## config.mk

```make
export PLATFORM = sky130hd
export DESIGN_NAME = pkiq_top
export DESIGN_NICKNAME = d
export VERILOG_FILES = /design/src/rtl/pkiq_pkg.sv /design/src/rtl/pkiq_alloc.sv /design/src/rtl/pkiq_select.sv /design/src/rtl/pkiq_entry.sv /design/src/rtl/pkiq_top.sv
export SDC_FILE = /design/constraint.sdc
export NUM_CORES = 1
export LEC_CHECK = 0
export BUFFER_PORTS_ARGS = -buffer_cell sky130_fd_sc_hd__buf_2
export CAP_MARGIN = 10
export CORE_MARGIN = 3
export CORE_UTILIZATION = 40
export DETAILED_ROUTE_END_ITERATION = 7
export PLACE_DENSITY = 0.64
export REMOVE_ABC_BUFFERS = 1
export SYNTH_ARGS = -nofsm -noshare
export SYNTH_HDL_FRONTEND = slang
export SYNTH_SLANG_ARGS = --single-unit
export TNS_END_PERCENT = 1
```

## constraint.sdc

```tcl
create_clock -name clk -period 4.7 [get_ports clk]
set_input_delay 1.175 -clock clk [delete_from_list [all_inputs] [get_ports clk]]
set_output_delay 1.175 -clock clk [all_outputs]
set_load 0.01 [all_outputs]
```

## src/rtl/pkiq_pkg.sv

```systemverilog
package pkiq_pkg;

    // Occupancy of one physical entry
    typedef enum logic [2:0] {
        E_EMPTY = 3'd0,   // nothing stored
        E_LEFT  = 3'd1,   // one packed instruction in the left half
        E_RIGHT = 3'd2,   // one packed instruction in the right half
        E_BOTH  = 3'd3,   // two packed instructions
        E_FULL  = 3'd4    // one instruction across the whole entry
    } ent_st_e;

endpackage

```

## src/rtl/pkiq_alloc.sv

```systemverilog
module pkiq_alloc
    import pkiq_pkg::*;
#(
    parameter int NUM_ENT = 8,
    localparam int ENT_W = $clog2(NUM_ENT)
) (
    input  ent_st_e            st [NUM_ENT],
    output logic               half_ok,
    output logic [ENT_W-1:0]   half_ent,
    output logic               half_rt,
    output logic               full_ok,
    output logic [ENT_W-1:0]   full_ent
);

    logic             part_fnd;
    logic [ENT_W-1:0] part_idx;
    logic             part_rt;
    logic             empty_fnd;
    logic [ENT_W-1:0] empty_idx;

    // Parallel scan: first half-occupied entry and first empty entry
    always_comb begin
        part_fnd  = 1'b0;
        part_idx  = '0;
        part_rt   = 1'b0;
        empty_fnd = 1'b0;
        empty_idx = '0;
        for (int e = 0; e < NUM_ENT; e++) begin
            if (!part_fnd && (st[e] == E_LEFT || st[e] == E_RIGHT)) begin
                part_fnd = 1'b1;
                part_idx = ENT_W'(e);
                part_rt  = (st[e] == E_LEFT);
            end
            if (!empty_fnd && st[e] == E_EMPTY) begin
                empty_fnd = 1'b1;
                empty_idx = ENT_W'(e);
            end
        end
    end

    // Packing first: fill a lone half before opening a new entry
    always_comb begin
        half_ok  = part_fnd || empty_fnd;
        half_ent = part_fnd ? part_idx : empty_idx;
        half_rt  = part_fnd ? part_rt : 1'b0;
        full_ok  = empty_fnd;
        full_ent = empty_idx;
    end

endmodule

```

## src/rtl/pkiq_select.sv

```systemverilog
module pkiq_select #(
    parameter int SLOTS = 16,
    localparam int SLOT_W = $clog2(SLOTS)
) (
    input  logic [SLOTS-1:0]  req,
    output logic [SLOTS-1:0]  gnt,
    output logic              gnt_vld,
    output logic [SLOT_W-1:0] gnt_idx
);

    always_comb begin
        gnt     = '0;
        gnt_vld = 1'b0;
        gnt_idx = '0;
        for (int s = 0; s < SLOTS; s++) begin
            if (!gnt_vld && req[s]) begin
                gnt_vld = 1'b1;
                gnt_idx = SLOT_W'(s);
                gnt[s]  = 1'b1;
            end
        end
    end

    always_comb begin
        AST_ONE_GRANT: assert ($onehot0(gnt));
        AST_GRANT_HAS_REQ: assert ((gnt & ~req) == '0);
    end

endmodule

```

## src/rtl/pkiq_entry.sv

```systemverilog
module pkiq_entry
    import pkiq_pkg::*;
#(
    parameter int TAG_W   = 6,
    parameter int OP_W    = 4,
    parameter int NUM_BUS = 2
) (
    input  logic                      clk,
    input  logic                      rst_n,
    input  logic [NUM_BUS-1:0]        bc_vld,
    input  logic [NUM_BUS*TAG_W-1:0]  bc_tag,
    input  logic                      wr_l,
    input  logic                      wr_r,
    input  logic                      wr_full,
    input  logic [OP_W-1:0]           wr_op,
    input  logic [TAG_W-1:0]          wr_dst,
    input  logic [TAG_W-1:0]          wr_ctag,
    input  logic [TAG_W-1:0]          wr_xtag,
    input  logic                      wr_swp,
    input  logic                      wr_crdy,
    input  logic [TAG_W-1:0]          wr_s0,
    input  logic [TAG_W-1:0]          wr_s1,
    input  logic                      gnt_l,
    input  logic                      gnt_r,
    output ent_st_e                   st_o,
    output logic                      req_l,
    output logic                      req_r,
    output logic [OP_W-1:0]           op_l,
    output logic [TAG_W-1:0]          dst_l,
    output logic [TAG_W-1:0]          s0_l,
    output logic [TAG_W-1:0]          s1_l,
    output logic [OP_W-1:0]           op_r,
    output logic [TAG_W-1:0]          dst_r,
    output logic [TAG_W-1:0]          s0_r,
    output logic [TAG_W-1:0]          s1_r
);

    ent_st_e st, st_nx;

    // Comparator tags (CAM) and payload (RAM) per half
    logic [TAG_W-1:0] ctag_l_q, ctag_r_q;
    logic [TAG_W-1:0] xtag_l_q, xtag_r_q;
    logic             swp_l_q, swp_r_q;
    logic [OP_W-1:0]  op_l_q, op_r_q;
    logic [TAG_W-1:0] dst_l_q, dst_r_q;
    logic             svl_q, svr_q, rdy_q;
    logic             svl_nx, svr_nx, rdy_nx;
    logic             hit_l, hit_r, hit_wc, hit_w0, hit_w1;

    function automatic logic tag_hit(input logic [TAG_W-1:0] t,
                                     input logic [NUM_BUS-1:0] v,
                                     input logic [NUM_BUS*TAG_W-1:0] tg);
        logic h;
        h = 1'b0;
        for (int b = 0; b < NUM_BUS; b++)
            h = h | (v[b] && (tg[b*TAG_W +: TAG_W] == t));
        return h;
    endfunction

    always_comb begin
        hit_l  = tag_hit(ctag_l_q, bc_vld, bc_tag);
        hit_r  = tag_hit(ctag_r_q, bc_vld, bc_tag);
        hit_wc = tag_hit(wr_ctag,  bc_vld, bc_tag);
        hit_w0 = tag_hit(wr_s0,    bc_vld, bc_tag);
        hit_w1 = tag_hit(wr_s1,    bc_vld, bc_tag);
    end

    // Next-state logic
    always_comb begin
        st_nx = st;
        unique case (st)
            E_EMPTY: begin
                if (wr_full)   st_nx = E_FULL;
                else if (wr_l) st_nx = E_LEFT;
                else if (wr_r) st_nx = E_RIGHT;
            end
            E_LEFT: begin
                if (gnt_l && wr_r)  st_nx = E_RIGHT;
                else if (gnt_l)     st_nx = E_EMPTY;
                else if (wr_r)      st_nx = E_BOTH;
            end
            E_RIGHT: begin
                if (gnt_r && wr_l)  st_nx = E_LEFT;
                else if (gnt_r)     st_nx = E_EMPTY;
                else if (wr_l)      st_nx = E_BOTH;
            end
            E_BOTH: begin
                if (gnt_l)          st_nx = E_RIGHT;
                else if (gnt_r)     st_nx = E_LEFT;
            end
            E_FULL: begin
                if (gnt_r)          st_nx = E_EMPTY;
            end
        endcase
    end

    // Valid bits: load on write (with same-cycle snoop), else accumulate matches
    always_comb begin
        if (wr_full)   svl_nx = hit_w1;
        else if (wr_l) svl_nx = wr_crdy | hit_wc;
        else           svl_nx = svl_q | hit_l;
        if (wr_full)   svr_nx = hit_w0;
        else if (wr_r) svr_nx = wr_crdy | hit_wc;
        else           svr_nx = svr_q | hit_r;
        rdy_nx = (st_nx == E_FULL) && svl_nx && svr_nx;
    end

    // State register
    always_ff @(posedge clk or negedge rst_n) begin
        if (!rst_n) begin
            st    <= E_EMPTY;
            svl_q <= 1'b0;
            svr_q <= 1'b0;
            rdy_q <= 1'b0;
        end else begin
            st    <= st_nx;
            svl_q <= svl_nx;
            svr_q <= svr_nx;
            rdy_q <= rdy_nx;
        end
    end

    // Tag and payload storage
    always_ff @(posedge clk or negedge rst_n) begin
        if (!rst_n) begin
            ctag_l_q <= '0; ctag_r_q <= '0;
            xtag_l_q <= '0; xtag_r_q <= '0;
            swp_l_q  <= 1'b0; swp_r_q <= 1'b0;
            op_l_q   <= '0; op_r_q   <= '0;
            dst_l_q  <= '0; dst_r_q  <= '0;
        end else begin
            if (wr_l) begin
                ctag_l_q <= wr_ctag;
                xtag_l_q <= wr_xtag;
                swp_l_q  <= wr_swp;
                op_l_q   <= wr_op;
                dst_l_q  <= wr_dst;
            end
            if (wr_r) begin
                ctag_r_q <= wr_ctag;
                xtag_r_q <= wr_xtag;
                swp_r_q  <= wr_swp;
                op_r_q   <= wr_op;
                dst_r_q  <= wr_dst;
            end
            if (wr_full) begin
                // first source in the right CAM, second in the left CAM,
                // second also kept in the left payload for register read
                ctag_r_q <= wr_s0;
                ctag_l_q <= wr_s1;
                xtag_l_q <= wr_s1;
                swp_r_q  <= 1'b0;
                op_r_q   <= wr_op;
                dst_r_q  <= wr_dst;
            end
        end
    end

    // Outputs: requests and per-half issue view
    always_comb begin
        st_o  = st;
        req_l = (st == E_LEFT || st == E_BOTH) && svl_q;
        req_r = ((st == E_RIGHT || st == E_BOTH) && svr_q) || ((st == E_FULL) && rdy_q);
        op_l  = op_l_q;
        dst_l = dst_l_q;
        s0_l  = swp_l_q ? xtag_l_q : ctag_l_q;
        s1_l  = swp_l_q ? ctag_l_q : xtag_l_q;
        op_r  = op_r_q;
        dst_r = dst_r_q;
        if (st == E_FULL) begin
            s0_r = ctag_r_q;
            s1_r = xtag_l_q;
        end else begin
            s0_r = swp_r_q ? xtag_r_q : ctag_r_q;
            s1_r = swp_r_q ? ctag_r_q : xtag_r_q;
        end
    end

    AST_REQ_HOLD_L: assert property (@(posedge clk) disable iff (!rst_n)
        (req_l && !gnt_l) |=> req_l);
    AST_REQ_HOLD_R: assert property (@(posedge clk) disable iff (!rst_n)
        (req_r && !gnt_r) |=> req_r);
    AST_WAKE_LEFT: assert property (@(posedge clk) disable iff (!rst_n)
        ((st == E_LEFT || st == E_BOTH) && hit_l && !gnt_l) |=> req_l);
    AST_GRANT_FREES_L: assert property (@(posedge clk) disable iff (!rst_n)
        gnt_l |=> !req_l);
    AST_FULL_READY_AND: assert property (@(posedge clk) disable iff (!rst_n)
        (st == E_FULL) |-> (rdy_q == (svl_q && svr_q)));

endmodule

```

## src/rtl/pkiq_top.sv

```systemverilog
module pkiq_top
    import pkiq_pkg::*;
#(
    parameter int NUM_ENT = 8,
    parameter int TAG_W   = 6,
    parameter int OP_W    = 4,
    parameter int NUM_BUS = 2,
    localparam int SLOTS  = 2 * NUM_ENT,
    localparam int SLOT_W = $clog2(SLOTS),
    localparam int ENT_W  = $clog2(NUM_ENT)
) (
    input  logic                      clk,
    input  logic                      rst_n,
    input  logic                      dsp_vld,
    input  logic [OP_W-1:0]           dsp_op,
    input  logic [TAG_W-1:0]          dsp_dst,
    input  logic [TAG_W-1:0]          dsp_s0,
    input  logic                      dsp_s0_rdy,
    input  logic [TAG_W-1:0]          dsp_s1,
    input  logic                      dsp_s1_rdy,
    output logic                      dsp_acc,
    input  logic [NUM_BUS-1:0]        wk_vld,
    input  logic [NUM_BUS*TAG_W-1:0]  wk_tag,
    output logic [NUM_ENT-1:0]        req_lo,
    output logic [NUM_ENT-1:0]        req_hi,
    output logic                      iss_vld,
    output logic [SLOT_W-1:0]         iss_slot,
    output logic [OP_W-1:0]           iss_op,
    output logic [TAG_W-1:0]          iss_dst,
    output logic [TAG_W-1:0]          iss_s0,
    output logic [TAG_W-1:0]          iss_s1
);

    ent_st_e          st_a [NUM_ENT];
    logic [OP_W-1:0]  op_l_a [NUM_ENT], op_r_a [NUM_ENT];
    logic [TAG_W-1:0] dst_l_a [NUM_ENT], dst_r_a [NUM_ENT];
    logic [TAG_W-1:0] s0_l_a [NUM_ENT], s0_r_a [NUM_ENT];
    logic [TAG_W-1:0] s1_l_a [NUM_ENT], s1_r_a [NUM_ENT];

    logic             half_ok, half_rt, full_ok;
    logic [ENT_W-1:0] half_ent, full_ent;
    logic             is_full;
    logic [TAG_W-1:0] w_ctag, w_xtag;
    logic             w_swp, w_crdy;
    logic [SLOTS-1:0] req_all, gnt;
    logic             gnt_vld;
    logic [SLOT_W-1:0] gnt_idx;
    logic [ENT_W-1:0] g_ent;
    logic             g_rt;

    // Classify and pack the dispatched instruction
    always_comb begin
        is_full = !dsp_s0_rdy && !dsp_s1_rdy;
        if (!dsp_s0_rdy) begin
            w_ctag = dsp_s0; w_xtag = dsp_s1; w_swp = 1'b0; w_crdy = 1'b0;
        end else if (!dsp_s1_rdy) begin
            w_ctag = dsp_s1; w_xtag = dsp_s0; w_swp = 1'b1; w_crdy = 1'b0;
        end else begin
            w_ctag = dsp_s0; w_xtag = dsp_s1; w_swp = 1'b0; w_crdy = 1'b1;
        end
        dsp_acc = dsp_vld && (is_full ? full_ok : half_ok);
    end

    pkiq_alloc #(.NUM_ENT(NUM_ENT)) u_alloc (
        .st       (st_a),
        .half_ok  (half_ok),
        .half_ent (half_ent),
        .half_rt  (half_rt),
        .full_ok  (full_ok),
        .full_ent (full_ent)
    );

    for (genvar e = 0; e < NUM_ENT; e++) begin : g_ent_arr
        logic wl, wr, wf;
        assign wf = dsp_acc && is_full && (full_ent == ENT_W'(e));
        assign wl = dsp_acc && !is_full && !half_rt && (half_ent == ENT_W'(e));
        assign wr = dsp_acc && !is_full &&  half_rt && (half_ent == ENT_W'(e));

        pkiq_entry #(.TAG_W(TAG_W), .OP_W(OP_W), .NUM_BUS(NUM_BUS)) u_ent (
            .clk     (clk),
            .rst_n   (rst_n),
            .bc_vld  (wk_vld),
            .bc_tag  (wk_tag),
            .wr_l    (wl),
            .wr_r    (wr),
            .wr_full (wf),
            .wr_op   (dsp_op),
            .wr_dst  (dsp_dst),
            .wr_ctag (w_ctag),
            .wr_xtag (w_xtag),
            .wr_swp  (w_swp),
            .wr_crdy (w_crdy),
            .wr_s0   (dsp_s0),
            .wr_s1   (dsp_s1),
            .gnt_l   (gnt[2*e]),
            .gnt_r   (gnt[2*e+1]),
            .st_o    (st_a[e]),
            .req_l   (req_lo[e]),
            .req_r   (req_hi[e]),
            .op_l    (op_l_a[e]),
            .dst_l   (dst_l_a[e]),
            .s0_l    (s0_l_a[e]),
            .s1_l    (s1_l_a[e]),
            .op_r    (op_r_a[e]),
            .dst_r   (dst_r_a[e]),
            .s0_r    (s0_r_a[e]),
            .s1_r    (s1_r_a[e])
        );

        assign req_all[2*e]   = req_lo[e];
        assign req_all[2*e+1] = req_hi[e];
    end

    pkiq_select #(.SLOTS(SLOTS)) u_sel (
        .req     (req_all),
        .gnt     (gnt),
        .gnt_vld (gnt_vld),
        .gnt_idx (gnt_idx)
    );

    // Issue-side reassembly from the granted half
    always_comb begin
        g_ent    = gnt_idx[SLOT_W-1:1];
        g_rt     = gnt_idx[0];
        iss_vld  = gnt_vld;
        iss_slot = gnt_idx;
        iss_op   = '0;
        iss_dst  = '0;
        iss_s0   = '0;
        iss_s1   = '0;
        if (gnt_vld) begin
            iss_op  = g_rt ? op_r_a[g_ent]  : op_l_a[g_ent];
            iss_dst = g_rt ? dst_r_a[g_ent] : dst_l_a[g_ent];
            iss_s0  = g_rt ? s0_r_a[g_ent]  : s0_l_a[g_ent];
            iss_s1  = g_rt ? s1_r_a[g_ent]  : s1_l_a[g_ent];
        end
    end

    AST_ISSUE_FROM_REQ: assert property (@(posedge clk) disable iff (!rst_n)
        iss_vld |-> req_all[iss_slot]);

endmodule

```

==> results of run 1 <==
Yosys cell counts (all sizes together), types with 56 or more instances:
| cell | count |
|---|---|
| mux2i | 248 |
| nor4 | 56 |
| xnor2 | 124 |
| dfrtp | 416 |
| nor3 | 78 |
| o21ai | 261 |
| xor2 | 110 |
| mux2 | 176 |
| nor2 | 139 |
| nand2 | 399 |
| clkbuf | 181 |
| buf | 95 |
| a21oi | 141 |
worst max path at each step:
stage	startpoint	to	slack [ns]	cells past startpoint
floorplan	g_ent_arr[5].u_ent.st_o[1]	iss_dst[0]	-2.09	11
global placement	g_ent_arr[3].u_ent.st_o[2]	iss_s0[1]	-0.17	16
detailed placement	g_ent_arr[3].u_ent.st_o[2]	iss_s0[1]	-0.16	16
CTS	g_ent_arr[3].u_ent.st_o[2]	iss_s0[5]	-0.28	14
global route	g_ent_arr[3].u_ent.st_o[2]	iss_s0[1]	-0.37	15
finish	g_ent_arr[3].u_ent.st_o[1]	iss_s0[5]	-0.27	14
per-stage QoR:
stage | TNS (ns) | util, % | std cells
2_1_floorplan | -56.23 | - | 2612
3_3_place_gp | -0.178 | 44.1 | 3795
3_5_place_dp | -0.235 | 44.1 | 3795
4_1_cts | -5.23 | 47.4 | 3900
5_1_grt | -6.78 | 47.9 | 3907
6_report | -4.49 | 47.9 | 3907
placed cells by master, fill, tap and decap left out, types with 48 or more instances in the layout:
cell type | Yosys | routed
nor2_1 | 138 | 132
dfrtp_1 | 416 | 416
nor3_1 | 69 | 59
nand2_1 | 397 | 393
mux2i_1 | 246 | 229
a21oi_1 | 140 | 140
nor4_1 | 55 | 48
buf_2 | 44 | 80
mux2_2 | 171 | 171
clkbuf_16 | 0 | 48
buf_4 | 23 | 237
o21ai_0 | 259 | 258
xnor2_1 | 124 | 124
xor2_1 | 110 | 110
kinds of logic (layout without fill, tap and decap cells):
logic type / Yosys count / after routing / share of synthesized area [%]
buffers and inverters: 300 / 454 / 4.78
AO/OA/AOI/OAI: 625 / 625 / 14.4
multiplexers: 446 / 446 / 18.6
AND/OR/NAND/NOR: 867 / 868 / 15.5
XOR/XNOR: 234 / 234 / 7.68
flip-flops: 416 / 416 / 39.0
final cells by class:
class	count	area, sq um	area share (%)
Clock buffer	67	1380	4.38
Clock inverter	21	323	1.02
Inverter	24	97.6	0.309
Multi-Input combinational cell	2173	15600	49.6
Sequential cell	416	10400	33.0
Tap cell	864	1080	3.43
Timing Repair Buffer	342	2610	8.26
state kept, by name (all words and copies together), names as in the netlist:
register	cells
g_ent_arr.u_ent.op_l	32
g_ent_arr.u_ent.op_r	32
g_ent_arr.u_ent.dst_r	48
g_ent_arr.u_ent.svr_q	8
g_ent_arr.u_ent.dst_l	48
g_ent_arr.u_ent.st_o	24
g_ent_arr.u_ent.ctag_r_q	48
g_ent_arr.u_ent.xtag_r_q	48
g_ent_arr.u_ent.xtag_l_q	48
g_ent_arr.u_ent.ctag_l_q	48
g_ent_arr.u_ent.swp_r_q	8
g_ent_arr.u_ent.svl_q	8
g_ent_arr.u_ent.swp_l_q	8
g_ent_arr.u_ent.rdy_q	8
critical path, stage by stage (launching register included):
cell and delay (ns):
dfrtp_1 0.43, nor2b_2 0.19, a22oi_2 0.16, inv_2 0.08, nor4_4 0.34, buf_6 0.18, nand4_4 0.11, nand2_4 0.12
nor2_4 0.06, clkinv_4 0.14, buf_16 0.22, a211oi_1 0.13, a311oi_1 0.69, nor4_4 0.14, buf_2 0.19
layer usage:
| layer | part of all wire, % | global-route usage [%] |
|---|---|---|
| met2 | 43 | 47.1 |
| met5 | 0.0099 | 0 |
| met3 | 10 | 7.51 |
| met4 | 7.3 | 18.3 |
| met1 | 40 | 40.9 |
timing repair:
action                                  in CTS  in global routing
buffers inserted                            16                  7
gates cloned                                 1                  1
pin swaps                                   15                 17
resized for setup                           64                 56
endpoints found under the setup margin      22                 22
==> flow_metrics.py, run 1 <==
metrics = {
    "die": {
        "die_height_um": 264,
        "dieArea_sq_um": 69800,
        "initial_core_util_pct": 40.5,
        "rows": 94,
        "core_sq_um": 65900,
        "die_x_um": 264,
        "pin_count": 85,
    },
    "logic_synthesis": {
        "ys_warn_count": 0,
        "synth-seq-cells": 416,
        "synth_area_leaders": "dfrtp_1 (39%), mux2i_1 (9.2%), mux2_2 (7.2%)",
        "async_reset_ff_share_pct": 100,
        "syn_area_sq_um": 26700,
        "synth_edf_count": 0,
        "yosysUniqueCellTypes": 79,
        "syn_avg_cell_area_sq_um": 9.24,
        "syn_inst": 2888,
        "synth_top_flop_cell": "dfrtp_1",
        "synth_top_cell_area_share_pct": 39.0,
        "ys_seq_area_share_pct": 39.0,
        "yosysTopAreaCell": "dfrtp_1",
    },
    "placed_design": {
        "place_ws_ns": -0.162,
        "placed_area_sq_um": 29000,
        "gp_congestion": 1.03,
        "hpwl_um": 79900,
        "port_buffers": 84,
    },
    "job": {
        "maxCapViolCount": 0,
    },
    "critical_path": {
        "reg2reg_depth": 11,
        "cp_max_fo": 30,
        "worstPathArrival_ns": 3.80,
        "r2r_slack_ns": 0.43,
        "r2r_end": "g_ent_arr[6].u_ent.rdy_q",
        "cp-end-kind": "output port",
        "path_class": "flip-flop to output port",
        "r2r_start": "g_ent_arr[0].u_ent.st_o[2]",
        "cp_data_required_time_ns": 3.52,
        "start_kind": "flip-flop",
    },
    "timing": {
        "skew_ns": 0.0125,
        "fin_crit_ns": 4.97,
        "drv_slew": 0,
        "hold_violations": 0,
        "hold_slack_ns": 0.480,
        "rsz0062_at_grt": "true",
        "final.setup.worst_slack_ns": -0.270,
        "max_freq_mhz": 201,
        "post-route-period-util_pct": 106,
        "setup_viol": 22,
        "tightest_slew_ns": 0.994,
        "max_slew_margin_pct": 33.7,
    },
    "cts": {
        "cts.htree.levels": 2,
        "clock_sinks": 416,
        "cts_buffers": 48,
        "clockBufferDepth": 3,
        "clock-root-buffer": "clkbuf_16",
        "path_clk_slew_ns": 0.06,
        "cts_tree": "done",
        "postCtsHoldBufs": 0,
        "clkLatencyLatePin_ns": 0.61,
    },
    "global_routing": {
        "grt_max_degree": 80,
        "grt_pass1_wl_um": 162000,
        "grt_pass1_vias": 24000,
        "grt.overflow.total": 0,
        "grt_use_total_pct": 31.3,
        "antenna_found_initial": 2,
    },
    "run_status": {
        "outcome": "finished, violations left",
        "violations": "setup timing",
    },
    "hold_path": {
        "hold_class": "flip-flop to flip-flop",
        "hold_end": "g_ent_arr[0].u_ent.dst_l[5]",
        "hp-start": "g_ent_arr[0].u_ent.dst_l[5]",
        "holdPathStages": 2,
    },
    "final_layout": {
        "fillers": 6243,
        "layout.nets": 3046,
        "antenna_cells": 0,
        "drive_above_1_share_pct": 24.4,
        "postLayoutCellArea_sq_um": 31500,
        "areaGrowthSynthToFinish_pct": 18.3,
    },
    "routing": {
        "drc_errors": 0,
        "drt_first_pass_iters": 7,
        "vias": 24300,
        "drt-initial-drc-count": 2768,
        "viasPerCell": 6.22,
        "ant_nets": 0,
        "wl_per_cell_um": 28.6,
        "wl_um": 112000,
    },
}
Power of run 1 is not shown: default switching activity piles up to over one toggle a cycle in this logic, so the estimate is an artifact.
==> inputs of run 2 (changes only) <==
- TNS_END_PERCENT: 1 -> default
==> flow_metrics.py, run 2 (synthesis results as in run 1) <==
metrics = {
    "run_status": {
        "outcome": "finished, violations left",
        "violations": "setup timing",
    },
    "critical_path": {
        "cp_max_fo": 6,
        "cp-end-kind": "output port",
        "cp_data_required_time_ns": 3.52,
        "worstPathArrival_ns": 3.86,
        "path_class": "flip-flop to output port",
        "r2r_start": "g_ent_arr[0].u_ent.st_o[2]",
        "critPathLaunch": "g_ent_arr[0].u_ent.st_o[0]",
        "start_kind": "flip-flop",
    },
    "cts": {
        "clkLatencyLatePin_ns": 0.62,
        "cts_tree": "done",
        "clockBufferDepth": 3,
        "cts_buffers": 48,
        "path_clk_slew_ns": 0.06,
        "clock-root-buffer": "clkbuf_16",
        "postCtsHoldBufs": 0,
        "cts.htree.levels": 2,
        "clock_sinks": 416,
    },
    "timing": {
        "rsz0062_at_grt": "true",
        "max_freq_mhz": 198,
        "tightest_slew_ns": 1.00,
        "skew_ns": 0.0155,
        "setup_viol": 22,
        "final.setup.worst_slack_ns": -0.339,
        "drv_slew": 0,
        "max_slew_margin_pct": 33.1,
        "post-route-period-util_pct": 107,
        "hold_violations": 0,
        "fin_crit_ns": 5.04,
    },
    "final_layout": {
        "final_common_cell": "dfrtp_1",
        "areaGrowthSynthToFinish_pct": 21.4,
        "final_cell_mix": "dfrtp_1 (415), nand2_1 (390), o21ai_0 (257)",
        "drive_above_1_share_pct": 26.5,
        "final_core_util_pct": 49.1,
        "layout.nets": 3082,
        "fillers": 6144,
    },
    "routing": {
        "drt_first_pass_iters": 5,
        "drc_errors": 0,
        "met3_length_um": 12600,
        "top_layer_used": "met4",
        "vias": 24800,
        "wl_per_cell_um": 28.9,
        "ant_nets": 0,
        "wl_um": 114000,
        "dr_wl_met2_um": 48700,
        "viasPerCell": 6.29,
        "drt-initial-drc-count": 2844,
        "met1_length_um": 44000,
    },
    "global_routing": {
        "antenna_found_initial": 2,
        "grt_pass1_wl_um": 166000,
        "grt_max_degree": 80,
        "grt_use_total_pct": 31.9,
        "grt_pass1_vias": 24500,
        "grt.overflow.total": 0,
    },
    "placed_design": {
        "hpwl_um": 79900,
        "gp_congestion": 1.03,
        "port_buffers": 84,
    },
    "hold_path": {
        "hold_class": "flip-flop to flip-flop",
        "hp-start": "g_ent_arr[0].u_ent.dst_l[5]",
    },
    "die": {
        "initial_core_util_pct": 40.5,
        "die_x_um": 264,
        "dieArea_sq_um": 69800,
        "pin_count": 85,
        "core_sq_um": 65900,
        "die_height_um": 264,
        "rows": 94,
    },
    "job": {
        "maxCapViolCount": 0,
    },
}
-- run 2: cell count changes in the layout (fill, tap and decap cells not counted), moves of 4 or more --
cell,change
buf_6,+7
a2111oi_2,-5
a211oi_1,-7
o22ai_1,-5
buf_4,+18
buf_12,+7
a211oi_2,+6
mux2i_4,+6
mux2i_1,-8
a2111oi_4,+5
a21oi_2,+7
o22ai_2,+4
a21oi_1,-7
-- run 2: what timing repair did --
| action | 4_1_cts | 5_1_grt |
|---|---|---|
| cloned | 7 | 2 |
| buffers inserted | 41 | 14 |
| setup endpoints to repair | 22 | 22 |
| resized for setup | 155 | 37 |
| pin swaps | 39 | 24 |
-- run 2: critical path, stage by stage (launching register included) --
cell and delay, ns:
dfrtp_1 0.40, nand4bb_4 0.25, o211ai_1 0.16, buf_4 0.17, nor4_4 0.04, buf_6 0.13, a31oi_4 0.17, nand2_4 0.10
nor2_4 0.22, buf_12 0.17, mux4_2 0.55, a22o_1 0.27, nor4_4 0.35, buf_4 0.18, buf_6 0.09
-- run 2: routing by layer --
| layer | GRT usage, % | up-vias |
|---|---|---|
| met5 | 0 | - |
| met4 | 19.7 | 0 |
| met3 | 7.49 | 490 |
| met2 | 47.8 | 1569 |
| met1 | 41.8 | 12100 |
| li1 | - | 10600 |
-- run 2: layout make-up --
cell class / count / area [sq um] / share of cell area, %
sequential: 416 / 10400 / 32.2
clock buffer: 67 / 1380 / 4.27
antenna: 1 / 2.50 / 0.00773
multi-input combinational: 2173 / 16000 / 49.3
clock inverter: 21 / 323 / 0.997
timing repair buffer: 378 / 3120 / 9.62
tap: 864 / 1080 / 3.34
inverter: 24 / 97.6 / 0.301
-- run 2: stage by stage --
step,setup slack (ns),hold WS (ns),setup TNS [ns],area [sq um],cells
6_report,-0.339,0.482,-5.68,32400,3944
3_5_place_dp,-0.162,0.468,-0.235,29000,3795
4_1_cts,-0.250,0.483,-3.66,32100,3930
3_3_place_gp,-0.168,0.468,-0.178,29000,3795
2_1_floorplan,-2.09,0.442,-56.23,25500,2612
5_1_grt,-0.419,0.511,-7.63,32400,3943
-- run 2: final timing paths --
kind / to / slack [ns] / cells past startpoint
worst min-delay path: g_ent_arr[0].u_ent.dst_l[5] / 0.48 / 2
max in group asynchronous: g_ent_arr[6].u_ent.xtag_l_q[1] / 3.20 / 2
worst max-delay path: iss_s0[1] / -0.34 / 14
min in group asynchronous: g_ent_arr[2].u_ent.ctag_r_q[5] / 0.56 / 1
worst max register to register: g_ent_arr[6].u_ent.rdy_q / 0.45 / 11
worst min register to register: g_ent_arr[0].u_ent.dst_l[5] / 0.48 / 2
Power of run 2 is left out for the same reason.
